[src/rtl/fseq_pkg.sv]
package fseq_pkg;
    localparam int FSEQ_AW = 17;
    localparam int FSEQ_DW = 8;

    typedef enum logic [2:0] {
        FCMD_READ      = 3'd0,
        FCMD_PROG      = 3'd1,
        FCMD_ERASE_PG  = 3'd2,
        FCMD_ERASE_ALL = 3'd3,
        FCMD_ERASE_SCR = 3'd4
    } fl_cmd_e;

    // control register field positions
    localparam int CTL_SCR_BIT = 7;
    localparam int CTL_WM_HI   = 6;
    localparam int CTL_WM_LO   = 4;
    localparam int CTL_RM_HI   = 3;
    localparam int CTL_RM_LO   = 0;

    localparam logic [2:0] WMODE_PROG  = 3'b001;
    localparam logic [2:0] WMODE_ERASE = 3'b010;
    localparam logic [3:0] RMODE_FETCH = 4'b0001;
endpackage

[src/rtl/fseq_wr_decode.sv]
module fseq_wr_decode
    import fseq_pkg::*;
#(
    parameter int          AW           = FSEQ_AW,
    parameter int          DW           = FSEQ_DW,
    parameter int          PAGE_BYTES   = 1024,
    parameter int          SCR_BYTES    = 128,
    parameter logic [DW-1:0] ERASE_KEY  = 8'hA5,
    parameter logic [AW-1:0] ALL_ADDR   = 17'h1FBFE,
    parameter logic [AW-1:0] SCR_ALL    = 17'h400
) (
    input  logic          scr,
    input  logic [2:0]    wmode,
    input  logic [AW-1:0] addr,
    input  logic [DW-1:0] byte_in,
    output logic          go,
    output fl_cmd_e       cmd,
    output logic [AW-1:0] faddr
);
    localparam int          SCR_SPAN = 2 * SCR_BYTES;
    localparam logic [AW-1:0] PG_MASK  = ~AW'(PAGE_BYTES - 1);
    localparam logic [AW-1:0] SEC_MASK = ~AW'(SCR_BYTES - 1);

    logic scr_in_range;
    logic all_hit;

    assign scr_in_range = addr < AW'(SCR_SPAN);
    assign all_hit      = (addr[AW-1:1] == ALL_ADDR[AW-1:1]);

    always_comb begin
        go    = 1'b0;
        cmd   = FCMD_PROG;
        faddr = addr;
        if (wmode == WMODE_PROG) begin
            go = !scr || scr_in_range;
        end else if (wmode == WMODE_ERASE && byte_in == ERASE_KEY) begin
            if (scr) begin
                if (addr == SCR_ALL) begin
                    go  = 1'b1;
                    cmd = FCMD_ERASE_SCR;
                end else if (scr_in_range) begin
                    go    = 1'b1;
                    cmd   = FCMD_ERASE_PG;
                    faddr = addr & SEC_MASK;
                end
            end else if (all_hit) begin
                go    = 1'b1;
                cmd   = FCMD_ERASE_ALL;
                faddr = '0;
            end else begin
                go    = 1'b1;
                cmd   = FCMD_ERASE_PG;
                faddr = addr & PG_MASK;
            end
        end
    end
endmodule

[src/rtl/fseq_rd_decode.sv]
module fseq_rd_decode
    import fseq_pkg::*;
#(
    parameter int AW        = FSEQ_AW,
    parameter int SCR_BYTES = 128
) (
    input  logic          scr,
    input  logic [3:0]    rmode,
    input  logic [AW-1:0] addr,
    output logic          go
);
    localparam int SCR_SPAN = 2 * SCR_BYTES;

    assign go = (rmode == RMODE_FETCH) && (!scr || (addr < AW'(SCR_SPAN)));
endmodule

[src/rtl/dbg_flash_seq.sv]
module dbg_flash_seq
    import fseq_pkg::*;
#(
    parameter int AW         = FSEQ_AW,
    parameter int DW         = FSEQ_DW,
    parameter int PAGE_BYTES = 1024,
    parameter int SCR_BYTES  = 128
) (
    input  logic          clk,
    input  logic          rst_n,
    input  logic          ctrl_we,
    input  logic          addr_we,
    input  logic          data_we,
    input  logic          data_re,
    input  logic [AW-1:0] wdata,
    output logic [7:0]    ctrl_q,
    output logic [AW-1:0] addr_q,
    output logic [DW-1:0] data_q,
    output logic          busy,
    output logic          fl_req,
    output logic [2:0]    fl_cmd,
    output logic [AW-1:0] fl_addr,
    output logic [DW-1:0] fl_wdata,
    output logic          fl_scr,
    input  logic          fl_ack,
    input  logic [DW-1:0] fl_rdata
);
    localparam int PG_LSB = $clog2(PAGE_BYTES);

    typedef struct packed {
        logic [7:0]    ctrl;
        logic [AW-1:0] addr;
        logic [DW-1:0] data;
        logic          req;
        fl_cmd_e       cmd;
        logic [AW-1:0] fa;
        logic [DW-1:0] fw;
        logic          scr;
    } seq_state_t;

    seq_state_t s_q, s_d;

    logic          wr_go, rd_go;
    fl_cmd_e       wr_cmd;
    logic [AW-1:0] wr_addr;

    fseq_wr_decode #(
        .AW(AW), .DW(DW), .PAGE_BYTES(PAGE_BYTES), .SCR_BYTES(SCR_BYTES)
    ) u_wdec (
        .scr     (s_q.ctrl[CTL_SCR_BIT]),
        .wmode   (s_q.ctrl[CTL_WM_HI:CTL_WM_LO]),
        .addr    (s_q.addr),
        .byte_in (wdata[DW-1:0]),
        .go      (wr_go),
        .cmd     (wr_cmd),
        .faddr   (wr_addr)
    );

    fseq_rd_decode #(
        .AW(AW), .SCR_BYTES(SCR_BYTES)
    ) u_rdec (
        .scr   (s_q.ctrl[CTL_SCR_BIT]),
        .rmode (s_q.ctrl[CTL_RM_HI:CTL_RM_LO]),
        .addr  (s_q.addr),
        .go    (rd_go)
    );

    always_comb begin
        s_d = s_q;
        if (!s_q.req) begin
            if (ctrl_we) s_d.ctrl = wdata[7:0];
            if (addr_we) s_d.addr = wdata;
            if (data_we) begin
                s_d.data = wdata[DW-1:0];
                if (wr_go) begin
                    s_d.req = 1'b1;
                    s_d.cmd = wr_cmd;
                    s_d.fa  = wr_addr;
                    s_d.fw  = wdata[DW-1:0];
                    s_d.scr = s_q.ctrl[CTL_SCR_BIT];
                end
            end else if (data_re && rd_go) begin
                s_d.req = 1'b1;
                s_d.cmd = FCMD_READ;
                s_d.fa  = s_q.addr;
                s_d.scr = s_q.ctrl[CTL_SCR_BIT];
            end
        end else if (fl_ack) begin
            s_d.req = 1'b0;
            if (s_q.cmd == FCMD_PROG) s_d.addr = s_q.addr + AW'(1);
            if (s_q.cmd == FCMD_READ) s_d.data = fl_rdata;
        end
    end

    always_ff @(posedge clk or negedge rst_n) begin
        if (!rst_n) begin
            s_q <= '{ctrl: '0, addr: '0, data: '0, req: 1'b0, cmd: FCMD_READ,
                     fa: '0, fw: '0, scr: 1'b0};
        end else begin
            s_q <= s_d;
        end
    end

    assign ctrl_q   = s_q.ctrl;
    assign addr_q   = s_q.addr;
    assign data_q   = s_q.data;
    assign busy     = s_q.req;
    assign fl_req   = s_q.req;
    assign fl_cmd   = s_q.cmd;
    assign fl_addr  = s_q.fa;
    assign fl_wdata = s_q.fw;
    assign fl_scr   = s_q.scr;
endmodule

[config.mk]
export PLATFORM = sky130hd
export DESIGN_NAME = dbg_flash_seq
export DESIGN_NICKNAME = d
export VERILOG_FILES = /design/src/rtl/fseq_pkg.sv /design/src/rtl/fseq_wr_decode.sv /design/src/rtl/fseq_rd_decode.sv /design/src/rtl/dbg_flash_seq.sv
export SDC_FILE = /design/constraint.sdc
export NUM_CORES = 1
export LEC_CHECK = 0
export ABC_CLOCK_PERIOD_IN_PS = 3500
export CELL_PAD_IN_SITES_DETAIL_PLACEMENT = 0
export CELL_PAD_IN_SITES_GLOBAL_PLACEMENT = 1
export CORE_ASPECT_RATIO = 0.8
export CORE_MARGIN = 5
export CORE_UTILIZATION = 38
export CTS_CLUSTER_DIAMETER = 40
export DETAILED_ROUTE_END_ITERATION = 12
export GPL_ROUTABILITY_DRIVEN = 0
export PLACE_DENSITY = 0.84
export SLEW_MARGIN = 20
export SYNTH_ARGS = -nofsm -noshare
export SYNTH_HDL_FRONTEND = slang
export SYNTH_SLANG_ARGS = --single-unit
[constraint.sdc]
create_clock -name clk -period 3.5 [get_ports clk]
set_clock_uncertainty 0.05 [all_clocks]
set_input_delay 0.525 -clock clk [delete_from_list [all_inputs] [get_ports clk]]
set_output_delay 0.525 -clock clk [all_outputs]
set_load 0.005 [all_outputs]
### Word level (Yosys, flattened, before mapping)

Index checks and enable logic that the tools add are counted.

* flip-flop bits (word level): 63
* input bits: 32
* output and inout port bits: 64
* word-level logic and storage cells: 64

* $add $sub $neg: 1
* magnitude comparators: 1
* eq/ne operators: 11
* multiplexer cells: 28
* bitwise operators: 1
* reductions and logical operators: 14

Operators with widths (count)
* two-way mux 17 bit: 6
* two-way mux 26 bit: 2
* two-way mux 21 bit: 2
* two-way mux 30 bit: 1
* adder 17 x 1 -> 17 bit, second input constant: 1
* equality test 17 x 11 -> 1 bit, second input constant: 1
* < comparator 17 x 9 -> 1 bit, second input constant: 1
* equality test 16 bit, second input constant: 1
* two-way mux 8 bit: 2
* two-way mux 7 bit: 2
* two-way mux 3 bit: 4
* AND reduction 3 bit: 4
* equality test 8 bit, second input constant: 1
* two-way mux 1 bit: 8
* equality test 3 x 1 -> 1 bit, second input constant: 2
* inequality test 2 x 1 -> 1 bit, second input constant: 3
* nonzero test 2 bit: 3
* equality test 4 x 1 -> 1 bit, second input constant: 1
* equality test 3 x 2 -> 1 bit, second input constant: 1
* logical AND 1 bit: 3
* logical NOT 3 bit: 1
* two-way mux 2 bit: 1
* inequality test 2 bit, second input constant: 1
* AND reduction 2 bit: 1
* 3 further kinds: 3

### Longest topological paths before layout

* depth in word-level cells: 9
* mapped depth: 8
* mapped depth without buffers: 7

### By module

A second synthesis with hierarchy kept.

* cells, all modules: 377
* area total of the unflattened synthesis: 3443.3 sq um

By module, submodules not included
* dbg_flash_seq: instances 1, cells an instance 322, area each 3050.4 sq um, sequential area each 1576.5 sq um
* fseq_wr_decode: instances 1, cells an instance 49, area each 354.1 sq um, sequential area each 0.0 sq um
* fseq_rd_decode: instances 1, cells an instance 6, area each 38.8 sq um, sequential area each 0.0 sq um

### Worst setup path before layout

No wires, ideal clock.

* path type: input -> register
* start point: input port wdata[1]
* end point: register s_q, in the netlist fl_addr[10]
* library setup time: 125 ps
* arrival time: 1910 ps
* required time: 3325 ps
* slack: 1415 ps
* stages: 6
* path buffers: 1
* path through: and4bb_1 > nand3_2 > a2111oi_2 > a31oi_1 > buf_4 > mux2_4

* word-level cells in the longest chain between the ends: 6
* elaborated cells between the ends (all ways): 10
* those cells by class: 2 x eq/ne; 6 x mux; 2 x reduce/logical

Ends and longest elaborated chain
* from (decl): line dbg_flash_seq.sv:15 `input logic [AW-1:0] wdata,`
* equality test 8 bit *: line fseq_wr_decode.sv:36 `end else if (wmode == WMODE_ERASE && byte_in == ERASE_KEY) begin`
* logical AND 1 bit *: line fseq_wr_decode.sv:36
* two-way mux 1 bit / two-way mux 17 bit (equally long branches): line fseq_wr_decode.sv:36
* two-way mux 1 bit / two-way mux 17 bit (equally long branches): line fseq_wr_decode.sv:34 `if (wmode == WMODE_PROG) begin`
* inequality test 2 x 1 -> 1 bit (no source line) / two-way mux 30 bit (equally long branches)
* AND reduction 3 bit (no source line) / two-way mux 21 bit (equally long branches)
* to (signal assigned): line dbg_flash_seq.sv:97 `s_q <= '{ctrl: '0, addr: '0, data: '0, req: 1'b0, cmd: FCMD_READ,`
* to (decl): line dbg_flash_seq.sv:41 `seq_state_t s_q, s_d;`

Mark *: on every way between the ends. The rest lies on a longest branch, timed or not. The select of a mux whose other input is x is not followed.
A chain may end at the register's enable or synchronous reset.

### Worst setup path after layout

* start point: register s_q, in the netlist addr_q[0]
* end point: register s_q, in the netlist fl_addr[11]

* word-level cells in the longest chain between the ends: 8
* elaborated cells between the ends (all ways): 13
* those cells by class: 1 x order compare; 2 x eq/ne; 5 x mux; 5 x reduce/logical

Ends and longest elaborated chain
* < comparator 17 x 9 -> 1 bit: line fseq_wr_decode.sv:27, fseq_rd_decode.sv:14
* two-way mux 1 bit: line fseq_wr_decode.sv:41 `end else if (scr_in_range) begin`
* two-way mux 1 bit: line fseq_wr_decode.sv:38 `if (addr == SCR_ALL) begin`
* two-way mux 1 bit: line fseq_wr_decode.sv:37 `if (scr) begin`
* two-way mux 1 bit: line fseq_wr_decode.sv:36
* two-way mux 1 bit: line fseq_wr_decode.sv:34
* inequality test 2 x 1 -> 1 bit (no source line)
* AND reduction 3 bit (no source line) *

Mark *: on every way between the ends. The rest lies on a longest branch, timed or not.

==> results.md <==
* Status: finished clean
* Routed vias/inst at 5.26
* WP data required at 3.71 ns
* Post-synth ARST share at 100%
* Placed inst area at 4290 µm²
* Synth Net Count at 384
* Static leakage at 0.00205 µW
* Reg power frac at 41.7%
* Layout fillers at 804
* CTS H-tree depth at 3
* Clock Sinks at 63
* Critical R2R Launch: addr_q[0]
* Syn Inst Count at 350
* Crit path capture: fl_addr[11]
* Multi-input logic area at 1480 µm²
* Initial antenna violation count at 0
* Critical Path Sink Type: flip-flop
* Global-route wire length before repair at 15600 µm
* Worst reg2reg path endpoint: fl_addr[11]
* EDFF count, synth at 0
* Area Growth Syn to Fin at 38.7%
* Total wire length at 9590 µm
* CP arrival at 2.95 ns
* CTS tree: built
* # diodes at 0
* Fin crit share at 78.3%
* Post-CTS Hold Buffers at 0
* NetSw at 997 µW
* Max cap viols at 0
* Reg2reg path depth at 8
* Register area share after synthesis at 48.7%
* Min cycle time layout at 2.74 ns
* Port bufs at 95
* Distinct cells, synth at 45
* Fin. Hold Viols at 0
* Clock share of power at 21.2%
* # resized after CTS at 0
* Longest Clk Path Bufs at 2
* Cell Int Power at 2020 µW
* Core area at 8410 µm²
* Chip width at 113 µm
* Avg Cell Area, Syn at 9.25 µm²
* Mapped Area at 3240 µm²
* Fin nets at 477
* Setup repair bufs after CTS at 0
* Final-report setup violation count at 0
* Actual slew at the worst max-slew pin at 0.910 ns
* Maximum vdd drop at 247 µV
* Final Cell Area at 4490 µm²
* Root buf cell: clkbuf_8
* Rel. slew slack at 39.1%
* Die area at 10500 µm²
* Fin Setup TNS at 0 ns
* Slew Viols, Final at 0
* IO Count at 96
* CTS Buf Count at 9
* CP max FO at 11
* Reg area at 1580 µm²
* Overflow after GRT at 0
* Clock Pin Slew Worst Setup and Hold Paths at 0.07 ns
* Pre-CTS WS at 0.459 ns
* Gr usage total at 19.0%
* Hold crit path type: input pin to asynchronous set/reset pin
* Combinational share of power at 37.1%
* Top_reg_cell synth: dfrtp_1
* Seq cells post-synth at 63
* Average routed wire per standard cell at 17.1 µm
* First-pass detailed-route iteration total at 4
* Crit. Startpoint: addr_q[0]
* Worst-Skew Late Latency at 0.34 ns
* # DRC at 0
* Final worst slack at 0.760 ns
* Std cell rows at 30
* Detail Route Antenna Nets at 0
* DRT iter0 DRCs at 211
* R2R Setup Slk at 0.76 ns
* Power per Cell Area at 671 nW/µm²
* CP Class: flip-flop to flip-flop
* WHS at 0.169 ns
* Layout cells sized above 1 at 7.37%
* Sw frac at 33.1%
* Starting Density at 38.5%
* Die height at 92.6 µm
* Largest net degree at the start of global routing at 31
* Vias in the first global route at 2972
* Max Clk Rate at 0.365 GHz
* Startpoint Class: flip-flop
* RSZ-0062 raised after global routing: false
* DR vias at 2948
* Detail Placement HPWL at 7120 µm
* YS warnings at 0
==> worst min path at each step <==
stage	end	slack, ns
2_1_floorplan	addr_q[0]	0.18
3_3_place_gp	data_q[5]	0.42
3_5_place_dp	data_q[6]	0.43
4_1_cts	data_q[3]	0.19
5_1_grt	data_q[6]	0.21
6_report	addr_q[0]	0.17
==> cells by family after synthesis <==
logic type | Yosys count | synth area share (%)
buf+inv | 47 | 5.99
compound gates | 81 | 14.5
flops | 63 | 48.7
simple gates | 128 | 20.3
fa+ha+maj | 2 | 0.773
mux | 29 | 9.74
==> routing by layer <==
| layer | global-route usage (%) | wire (µm) | vias to the layer above |
|---|---|---|---|
| li1 | - | - | 1404 |
| met1 | 26.8 | 4520 | 1420 |
| met4 | 6.71 | 148 | 0 |
| met3 | 5.62 | 701 | 13 |
| met2 | 27.7 | 4220 | 111 |
| met5 | 0 | 0 | - |
==> worst max-delay path: stages (launching register included) <==
cell,delay [ns]
dfrtp_1,0.45
inv_1,0.12
ha_1,0.21
nor4b_1,0.16
a21oi_1,0.17
o21ai_1,0.15
a31oi_2,0.79
buf_4,0.36
mux2i_1,0.20
==> layout by cell type, fill, tap and decap left out, drive strengths merged, types with 5 or more instances in the layout <==
cell	netlist	final
clkdlybuf4s50	0	94
nand2	59	59
inv	28	28
and3	6	6
nor4b	5	5
nor4	8	8
nor2b	9	9
a31oi	6	6
nand2b	5	5
clkbuf	11	11
o21ai	36	36
buf	8	7
nor2	12	12
mux2	11	11
dfrtp	63	63
mux2i	18	18
a21oi	23	23
nand3	9	9
==> synthesized netlist by cell type (2+ instances only) <==
| cell type | count | area (µm²) |
|---|---|---|
| dfrtp_1 | 63 | 1580 |
| buf_4 | 3 | 22.5 |
| o22ai_1 | 2 | 12.5 |
| mux2i_1 | 18 | 180 |
| clkbuf_1 | 11 | 41.3 |
| nor4b_1 | 5 | 43.8 |
| and3_1 | 6 | 37.5 |
| o21ai_1 | 22 | 110 |
| nor4_1 | 7 | 43.8 |
| nand3_2 | 2 | 20.0 |
| o32a_1 | 2 | 20.0 |
| nand4_1 | 3 | 18.8 |
| nor2b_1 | 9 | 56.3 |
| nand3_1 | 7 | 35.0 |
| and4bb_1 | 2 | 25.0 |
| a22oi_1 | 3 | 22.5 |
| a31oi_1 | 6 | 37.5 |
| mux2_4 | 3 | 45.0 |
| nor3b_1 | 2 | 15.0 |
| nand2_1 | 59 | 221 |
| inv_1 | 27 | 101 |
| nand2b_1 | 5 | 31.3 |
| ha_1 | 2 | 25.0 |
| a21oi_1 | 23 | 115 |
| o21ai_0 | 14 | 70.1 |
| nor3_1 | 3 | 15.0 |
| nor2_1 | 12 | 45.0 |
| buf_2 | 5 | 25.0 |
| mux2_1 | 8 | 90.1 |
==> layout make-up <==
type | count | share of cell area, %
flip-flops and latches | 63 | 35.1
well taps | 112 | 3.12
repair buffers | 101 | 22.1
multi-input cells | 240 | 32.9
clock inverters | 5 | 1.28
clock buffers | 11 | 3.15
inverters | 28 | 2.34
==> metrics by stage <==
stage / util, % / power [µW] / cells
floorplan: - / 1650 / 350
global placement: 50.9 / 2370 / 543
detailed placement: 51.0 / 2400 / 544
CTS: 53.4 / 3040 / 560
global route: 53.4 / 3220 / 560
finish: 53.4 / 3010 / 560
==> state kept, by name, indices dropped and copies added, names as in the netlist <==
register	cells
addr_q	17
busy	1
ctrl_q	8
data_q	8
fl_addr	17
fl_cmd	3
fl_scr	1
fl_wdata	8
==> power by group through the flow <==
stage,sequential [µW],clock [µW],combinational [µW]
floorplan,1210,0,449
global placement,1260,0,1110
detailed placement,1270,0,1130
CTS,1250,650,1140
global route,1300,683,1230
finish,1260,638,1120
Note: power is estimated with default switching activity, not from simulation.
